[config.mk]
export PLATFORM = sky130hd
export DESIGN_NAME = ilv_refill_ctrl
export DESIGN_NICKNAME = d
export VERILOG_FILES = /design/src/rtl/ilv_pkg.sv /design/src/rtl/ilv_bank.sv /design/src/rtl/ilv_seq.sv /design/src/rtl/ilv_refill_ctrl.sv
export SDC_FILE = /design/constraint.sdc
export NUM_CORES = 2
export LEC_CHECK = 0
export BUFFER_PORTS_ARGS = -buffer_cell sky130_fd_sc_hd__buf_2
export CAP_MARGIN = 20
export CORE_ASPECT_RATIO = 2
export CORE_UTILIZATION = 65
export CTS_BUF_LIST = sky130_fd_sc_hd__clkbuf_8
export CTS_CLUSTER_SIZE = 28
export DETAILED_ROUTE_END_ITERATION = 7
export PLACE_DENSITY = 0.79
export SYNTH_ARGS = -nofsm -noshare
export SYNTH_HDL_FRONTEND = slang
export SYNTH_SLANG_ARGS = --single-unit
[constraint.sdc]
create_clock -name clk_i -period 4 [get_ports clk_i]
set_clock_uncertainty 0.2 [all_clocks]
set_input_delay 0.2 -clock clk_i [delete_from_list [all_inputs] [get_ports clk_i]]
set_output_delay 0.2 -clock clk_i [all_outputs]
set_load 0.01 [all_outputs]
[src/rtl/ilv_pkg.sv]
package ilv_pkg;
  localparam int BANK_W = 2;
  localparam int NBANK  = 1 << BANK_W;

  typedef enum logic [1:0] {
    ST_IDLE,
    ST_SEND,
    ST_WAIT,
    ST_XFER
  } ilv_state_e;
endpackage

[src/rtl/ilv_bank.sv]
module ilv_bank #(
  parameter int ROW_W  = 4,
  parameter int DATA_W = 32,
  parameter int LAT    = 15
) (
  input  logic              clk_i,
  input  logic              rst_ni,
  input  logic              start_i,
  input  logic [ROW_W-1:0]  row_i,
  input  logic              wr_en_i,
  input  logic [ROW_W-1:0]  wr_row_i,
  input  logic [DATA_W-1:0] wr_data_i,
  output logic              fin_o,
  output logic [DATA_W-1:0] rdata_o
);
  localparam int ROWS  = 1 << ROW_W;
  localparam int CNT_W = $clog2(LAT + 1);

  logic [DATA_W-1:0] mem_q [ROWS];
  logic [ROW_W-1:0]  row_q;
  logic [CNT_W-1:0]  cnt_q;
  logic              busy_q;
  logic [DATA_W-1:0] rdata_q;

  // High in the cycle whose closing edge captures the word.
  assign fin_o   = busy_q && (cnt_q == '0);
  assign rdata_o = rdata_q;

  always_ff @(posedge clk_i) begin
    if (wr_en_i) mem_q[wr_row_i] <= wr_data_i;
  end

  always_ff @(posedge clk_i or negedge rst_ni) begin
    if (!rst_ni) begin
      busy_q  <= 1'b0;
      cnt_q   <= '0;
      row_q   <= '0;
      rdata_q <= '0;
    end else if (start_i) begin
      busy_q <= 1'b1;
      cnt_q  <= CNT_W'(LAT - 1);
      row_q  <= row_i;
    end else if (busy_q) begin
      if (cnt_q == '0) begin
        rdata_q <= mem_q[row_q];
        busy_q  <= 1'b0;
      end else begin
        cnt_q <= cnt_q - 1'b1;
      end
    end
  end
endmodule

[src/rtl/ilv_seq.sv]
module ilv_seq
  import ilv_pkg::*;
#(
  parameter int ROW_W = 4
) (
  input  logic              clk_i,
  input  logic              rst_ni,
  input  logic              req_valid_i,
  input  logic [ROW_W-1:0]  req_row_i,
  input  logic              wr_en_i,
  input  logic              all_fin_i,
  output logic              req_ready_o,
  output logic              wr_go_o,
  output logic              start_o,
  output logic [ROW_W-1:0]  row_o,
  output logic              rd_valid_o,
  output logic              rd_last_o,
  output logic [BANK_W-1:0] beat_o
);
  ilv_state_e        state_q;
  logic [ROW_W-1:0]  row_q;
  logic [BANK_W-1:0] beat_q;
  logic              idle;

  assign idle        = (state_q == ST_IDLE);
  assign req_ready_o = idle && !wr_en_i;
  assign wr_go_o     = idle && wr_en_i;
  assign start_o     = (state_q == ST_SEND);
  assign row_o       = row_q;
  assign rd_valid_o  = (state_q == ST_XFER);
  assign rd_last_o   = rd_valid_o && (beat_q == BANK_W'(NBANK - 1));
  assign beat_o      = beat_q;

  always_ff @(posedge clk_i or negedge rst_ni) begin
    if (!rst_ni) begin
      state_q <= ST_IDLE;
      row_q   <= '0;
      beat_q  <= '0;
    end else begin
      unique case (state_q)
        ST_IDLE: if (req_valid_i && req_ready_o) begin
          row_q   <= req_row_i;
          state_q <= ST_SEND;
        end
        ST_SEND: state_q <= ST_WAIT;
        ST_WAIT: if (all_fin_i) begin
          beat_q  <= '0;
          state_q <= ST_XFER;
        end
        ST_XFER: begin
          beat_q <= beat_q + 1'b1;
          if (rd_last_o) state_q <= ST_IDLE;
        end
        default: state_q <= ST_IDLE;
      endcase
    end
  end
endmodule

[src/rtl/ilv_refill_ctrl.sv]
module ilv_refill_ctrl
  import ilv_pkg::*;
#(
  parameter int ROW_W  = 4,
  parameter int DATA_W = 32,
  parameter int LAT    = 15,
  localparam int AW    = ROW_W + BANK_W
) (
  input  logic              clk_i,
  input  logic              rst_ni,
  input  logic              req_valid_i,
  output logic              req_ready_o,
  input  logic [AW-1:0]     req_addr_i,
  input  logic              wr_en_i,
  input  logic [AW-1:0]     wr_addr_i,
  input  logic [DATA_W-1:0] wr_data_i,
  output logic              rd_valid_o,
  output logic              rd_last_o,
  output logic [BANK_W-1:0] rd_bank_o,
  output logic [DATA_W-1:0] rd_data_o
);
  logic              wr_go, start;
  logic [ROW_W-1:0]  row;
  logic [NBANK-1:0]  fin;
  logic [DATA_W-1:0] bank_rdata [NBANK];
  logic [BANK_W-1:0] beat;
  logic              unused_lo;

  assign unused_lo = ^req_addr_i[BANK_W-1:0];

  ilv_seq #(.ROW_W(ROW_W)) u_seq (
    .clk_i      (clk_i),
    .rst_ni     (rst_ni),
    .req_valid_i(req_valid_i),
    .req_row_i  (req_addr_i[AW-1:BANK_W]),
    .wr_en_i    (wr_en_i),
    .all_fin_i  (&fin),
    .req_ready_o(req_ready_o),
    .wr_go_o    (wr_go),
    .start_o    (start),
    .row_o      (row),
    .rd_valid_o (rd_valid_o),
    .rd_last_o  (rd_last_o),
    .beat_o     (beat)
  );

  for (genvar b = 0; b < NBANK; b++) begin : g_bank
    ilv_bank #(.ROW_W(ROW_W), .DATA_W(DATA_W), .LAT(LAT)) u_bank (
      .clk_i    (clk_i),
      .rst_ni   (rst_ni),
      .start_i  (start),
      .row_i    (row),
      .wr_en_i  (wr_go && (wr_addr_i[BANK_W-1:0] == BANK_W'(b))),
      .wr_row_i (wr_addr_i[AW-1:BANK_W]),
      .wr_data_i(wr_data_i),
      .fin_o    (fin[b]),
      .rdata_o  (bank_rdata[b])
    );
  end

  assign rd_bank_o = beat;
  assign rd_data_o = bank_rdata[beat];
endmodule

==> metrics.txt <==
# TYPE chip_impl_metric gauge
chip_impl_metric{name="grt_pass1_vias",unit=""} 45100
chip_impl_metric{name="crit_required",unit="ns"} 4.43
chip_impl_metric{name="power_leakage",unit="nW"} 30.9
chip_impl_info{name="clock_tree_from_tritoncts",value="built"} 1
chip_impl_metric{name="rows",unit=""} 186
chip_impl_metric{name="detailed_place_hpwl",unit="mm"} 128
chip_impl_metric{name="totalPowerFinal",unit="mW"} 58.4
chip_impl_metric{name="r2r_slack",unit="ns"} 0.39
chip_impl_info{name="min_delay_worst_endpoint",value="g_bank[0].u_bank.mem_q[10][24]"} 1
chip_impl_metric{name="max_slew.worst_pin.slew",unit="ns"} 1.04
chip_impl_metric{name="clkLatencyLatePin",unit="ns"} 1.04
chip_impl_metric{name="grt_remaining_overflow",unit=""} 0
chip_impl_metric{name="irDropWorstVdd",unit="mV"} 0.480
chip_impl_info{name="setup_repair_after_global_routing_missed_its_margin",value="false"} 1
chip_impl_metric{name="fmaxAchievable",unit="MHz"} 277
chip_impl_info{name="type_of_the_worst_setup_path",value="flip-flop to flip-flop"} 1
chip_impl_metric{name="power_switching_share",unit="%"} 30.3
chip_impl_metric{name="power.share.combinational",unit="%"} 23.8
chip_impl_metric{name="chipWidth",unit="µm"} 257
chip_impl_metric{name="cp_data_arrival_time",unit="ns"} 4.04
chip_impl_info{name="result_of_the_run",value="finished, final reports clean"} 1
chip_impl_metric{name="power-per-cell-area",unit="mW/mm²"} 620
chip_impl_metric{name="synth_async_sr_flop_share",unit="%"} 7.25
chip_impl_info{name="min-delay-start",value="wr_data_i[24]"} 1
chip_impl_metric{name="groute.usage.overall",unit="%"} 34.0
chip_impl_metric{name="fill_cells",unit=""} 7025
chip_impl_metric{name="clkPwrFrac",unit="%"} 27.6
chip_impl_info{name="netlist_top_cells_area",value="sky130_fd_sc_hd__edfxtp_1 (73%), sky130_fd_sc_hd__mux4_2 (12%), sky130_fd_sc_hd__dfrtp_1 (4.8%)"} 1
chip_impl_metric{name="yosysSeqAreaShare",unit="%"} 77.7
chip_impl_metric{name="grt_antenna_before_repair",unit=""} 26
chip_impl_metric{name="dieArea",unit="mm²"} 0.131
chip_impl_metric{name="hold_depth",unit=""} 2
chip_impl_info{name="worstReg2RegStart",value="u_seq.state_q[0]"} 1
chip_impl_metric{name="final_nets",unit=""} 4441
chip_impl_metric{name="drt_iter0_drc",unit=""} 5407
chip_impl_metric{name="post-route-drc-count",unit=""} 0
chip_impl_metric{name="drv_slew",unit=""} 0
chip_impl_metric{name="postRouteAntennaNets",unit=""} 0
chip_impl_metric{name="final.hold.worst_slack",unit="ns"} 0.0248
chip_impl_metric{name="postSynthRegisterBits",unit=""} 2208
chip_impl_metric{name="dieHeight",unit="µm"} 511
chip_impl_metric{name="routed-via-count",unit=""} 43500
chip_impl_metric{name="detailedRoute.firstPassIterationCount",unit=""} 7
chip_impl_metric{name="fp.coreArea",unit="mm²"} 0.128
chip_impl_metric{name="netlist.area_leader.share",unit="%"} 73.0
chip_impl_metric{name="cts.sink_count",unit=""} 2208
chip_impl_info{name="root_buffer",value="sky130_fd_sc_hd__clkbuf_8"} 1
chip_impl_metric{name="multi_input_comb_area",unit="mm²"} 0.0180
chip_impl_metric{name="timing.final.hold_violations",unit=""} 0
chip_impl_metric{name="power_switching",unit="mW"} 17.7
chip_impl_metric{name="maxCapViolCount",unit=""} 0
chip_impl_metric{name="floorplan.initialDensity",unit="%"} 65.6
chip_impl_metric{name="finalSetupViolCount",unit=""} 0
chip_impl_metric{name="clk_path_buf_depth",unit=""} 4
chip_impl_metric{name="numCtsBuffers",unit=""} 297
chip_impl_metric{name="syn-num-nets",unit=""} 4019
chip_impl_info{name="synth_common_cells",value="sky130_fd_sc_hd__edfxtp_1 (2,048), sky130_fd_sc_hd__mux4_2 (432), sky130_fd_sc_hd__mux2i_1 (263)"} 1
chip_impl_metric{name="cts.repair.resized",unit=""} 0
chip_impl_metric{name="share_seq_of_total_power",unit="%"} 48.6
chip_impl_metric{name="register_area",unit="mm²"} 0.0655
chip_impl_metric{name="placement.cell_area",unit="mm²"} 0.0879
chip_impl_metric{name="areaGrowthSynthToFinish",unit="%"} 11.8
chip_impl_info{name="postSynth.topFlopCell",value="sky130_fd_sc_hd__edfxtp_1"} 1
chip_impl_metric{name="finalCriticalPeriod",unit="ns"} 3.61
chip_impl_metric{name="yosys_warnings",unit=""} 0
chip_impl_metric{name="routed_wl",unit="mm"} 218
chip_impl_metric{name="route.detailed.wl_per_inst",unit="µm"} 34.5
chip_impl_metric{name="io_buffers",unit=""} 82
chip_impl_metric{name="syn-cell-area",unit="mm²"} 0.0843
chip_impl_metric{name="syn_inst",unit=""} 3962
chip_impl_metric{name="grt_start_max_net_pins",unit=""} 85
chip_impl_metric{name="post_drt_via_cell_ratio",unit=""} 6.89
chip_impl_metric{name="cp_slowest_stage_delay",unit="ns"} 0.88
chip_impl_metric{name="post_synth_edffs",unit=""} 2048
chip_impl_metric{name="h-tree-depth",unit=""} 5
chip_impl_metric{name="internal-power",unit="mW"} 40.7
chip_impl_metric{name="mean_instance_size_in_the_synthesized_netlist",unit="µm²"} 21.3
chip_impl_info{name="worstHoldPathType",value="input port to flip-flop"} 1
chip_impl_metric{name="clk_pin_slew_worst_paths",unit="ns"} 0.07
chip_impl_info{name="synthMostInstantiatedCell",value="sky130_fd_sc_hd__edfxtp_1"} 1
chip_impl_metric{name="ios",unit=""} 85
chip_impl_metric{name="finish.instance_area",unit="mm²"} 0.0942
chip_impl_metric{name="fin_setup_tns",unit="ns"} 0
chip_impl_info{name="crit_path_cell_trace",value="inv_1, ha_1, buf_4, nand4_1, dlygate4sd3_1, buf_4, nor2_4, dlygate4sd3_1"} 1
chip_impl_info{name="worst_setup_ep_type",value="flip-flop"} 1
chip_impl_metric{name="synth.lib_cells_used.distinct",unit=""} 53
chip_impl_info{name="critical-path-slowest-cell",value="sky130_fd_sc_hd__dlygate4sd3_1"} 1
chip_impl_metric{name="routabilityCongestion",unit=""} 0.847
chip_impl_metric{name="finalCritPeriodShare",unit="%"} 90.2
chip_impl_metric{name="r2r.worst_path.cells",unit=""} 8
chip_impl_metric{name="crit_path_max_fanout",unit=""} 16
chip_impl_metric{name="layout.core_utilization",unit="%"} 73.3
chip_impl_info{name="critPathLaunchType",value="flip-flop"} 1
chip_impl_metric{name="timing.slew.headroom",unit="%"} 30.4
chip_impl_info{name="critical_path.reg2reg.endpoint",value="g_bank[3].u_bank.mem_q[7][28]"} 1
chip_impl_metric{name="drive_gt1_share",unit="%"} 26.1
chip_impl_metric{name="global_route_wire_length_before_repair",unit="mm"} 309
chip_impl_info{name="yosys.area.top_type",value="sky130_fd_sc_hd__edfxtp_1"} 1
==> registers in the layout (all words and copies together) (netlist names) <==
name,cells
g_bank.u_bank.busy_q,4
g_bank.u_bank.cnt_q,16
g_bank.u_bank.mem_q,2048
g_bank.u_bank.rdata_o,128
g_bank.u_bank.row_q,4
u_seq.beat_o,2
u_seq.row_o,4
u_seq.state_q,2
==> layer usage <==
metal | wire length, µm | up-vias | track usage, %
met5 | 211 | - | 0
met4 | 16500 | 32 | 23.1
li1 | - | 17400 | -
met3 | 22700 | 733 | 8.19
met2 | 110000 | 2895 | 56.2
met1 | 68200 | 22400 | 39.6
==> cell families after synthesis <==
kind of cell	Yosys count	share of synthesized area, %
AO/OA/AOI/OAI	387	3.30
buffers and inverters	233	1.54
XOR/XNOR	6	0.0624
multiplexers	718	15.0
AND/OR/NAND/NOR	401	2.24
adder cells (fa/ha/maj)	9	0.134
flip-flops	2208	77.7
==> worst max-delay path, delay by kind of cell (launching register included) <==
kind                       cells  cell delay [ns]
adders and majority gates      1             0.21
buffers and inverters          5             2.02
DFF                            1             0.41
and+or+nand+nor                2             0.35
==> how the worst max path moves through the flow <==
stage | start | end | slack [ns] | cells past startpoint
finish | u_seq.state_q[0] | g_bank[3].u_bank.mem_q[7][28] | 0.39 | 8
global route | u_seq.state_q[0] | g_bank[3].u_bank.mem_q[7][28] | 0.33 | 8
CTS | u_seq.state_q[0] | g_bank[3].u_bank.mem_q[7][28] | 0.43 | 8
detailed placement | u_seq.state_q[0] | g_bank[1].u_bank.mem_q[3][6] | 0.88 | 7
global placement | u_seq.state_q[0] | g_bank[1].u_bank.mem_q[3][6] | 0.91 | 7
floorplan | u_seq.state_q[0] | g_bank[0].u_bank.mem_q[10][0] | 0.59 | 7
==> layout by cell type, fill, tap and decap left out, types with 14 or more instances in the layout <==
cell and n:
sky130_fd_sc_hd__buf_4 159, sky130_fd_sc_hd__clkinv_2 27, sky130_fd_sc_hd__nand2b_1 14, sky130_fd_sc_hd__dfrtp_1 154, sky130_fd_sc_hd__o32ai_1 19, sky130_fd_sc_hd__o211ai_1 32, sky130_fd_sc_hd__a311oi_1 22, sky130_fd_sc_hd__nand2_1 127
sky130_fd_sc_hd__nand3_1 71, sky130_fd_sc_hd__a31oi_1 28, sky130_fd_sc_hd__and2_1 19, sky130_fd_sc_hd__o22ai_1 79, sky130_fd_sc_hd__dlygate4sd3_1 66, sky130_fd_sc_hd__mux4_2 432, sky130_fd_sc_hd__a21oi_1 23, sky130_fd_sc_hd__mux2i_1 263
sky130_fd_sc_hd__clkinv_1 41, sky130_fd_sc_hd__a22oi_1 151, sky130_fd_sc_hd__buf_12 33, sky130_fd_sc_hd__mux2_2 22, sky130_fd_sc_hd__buf_2 81, sky130_fd_sc_hd__a211oi_1 14, sky130_fd_sc_hd__diode_2 14, sky130_fd_sc_hd__nor2_4 65
sky130_fd_sc_hd__clkbuf_8 324, sky130_fd_sc_hd__inv_1 122, sky130_fd_sc_hd__nor2_1 58, sky130_fd_sc_hd__edfxtp_1 2048
==> power groups by stage <==
| stage | clock network (mW) | logic [mW] | registers, mW |
|---|---|---|---|
| 2_1_floorplan | 0 | 10.5 | 27.0 |
| 3_3_place_gp | 0 | 13.4 | 28.8 |
| 3_5_place_dp | 0 | 13.8 | 28.8 |
| 4_1_cts | 16.2 | 13.9 | 28.3 |
| 5_1_grt | 17.1 | 14.7 | 28.3 |
| 6_report | 16.1 | 13.9 | 28.4 |
==> stage by stage <==
| stage | std cells | worst slack (ns) |
|---|---|---|
| 2_1_floorplan | 3962 | 0.592 |
| 3_3_place_gp | 5705 | 0.913 |
| 3_5_place_dp | 5705 | 0.879 |
| 4_1_cts | 6293 | 0.431 |
| 5_1_grt | 6304 | 0.331 |
| 6_report | 6312 | 0.393 |
==> repair_timing <==
action	in CTS	in global routing
endpoints found under the hold margin	2372	0
hold buffers	67	0
setup buffers	0	0
==> cell type report <==
cell class                 count  share of cell area (%)
clock inverter               198                    1.14
inverter                      14                  0.0558
sequential                  2208                    69.5
antenna                       14                  0.0372
tap                         1692                    2.25
clock buffer                 323                    4.72
multi-input combinational   1521                    19.1
timing repair buffer         342                    3.17
No activity file was read; power rests on OpenSTA's default activity.
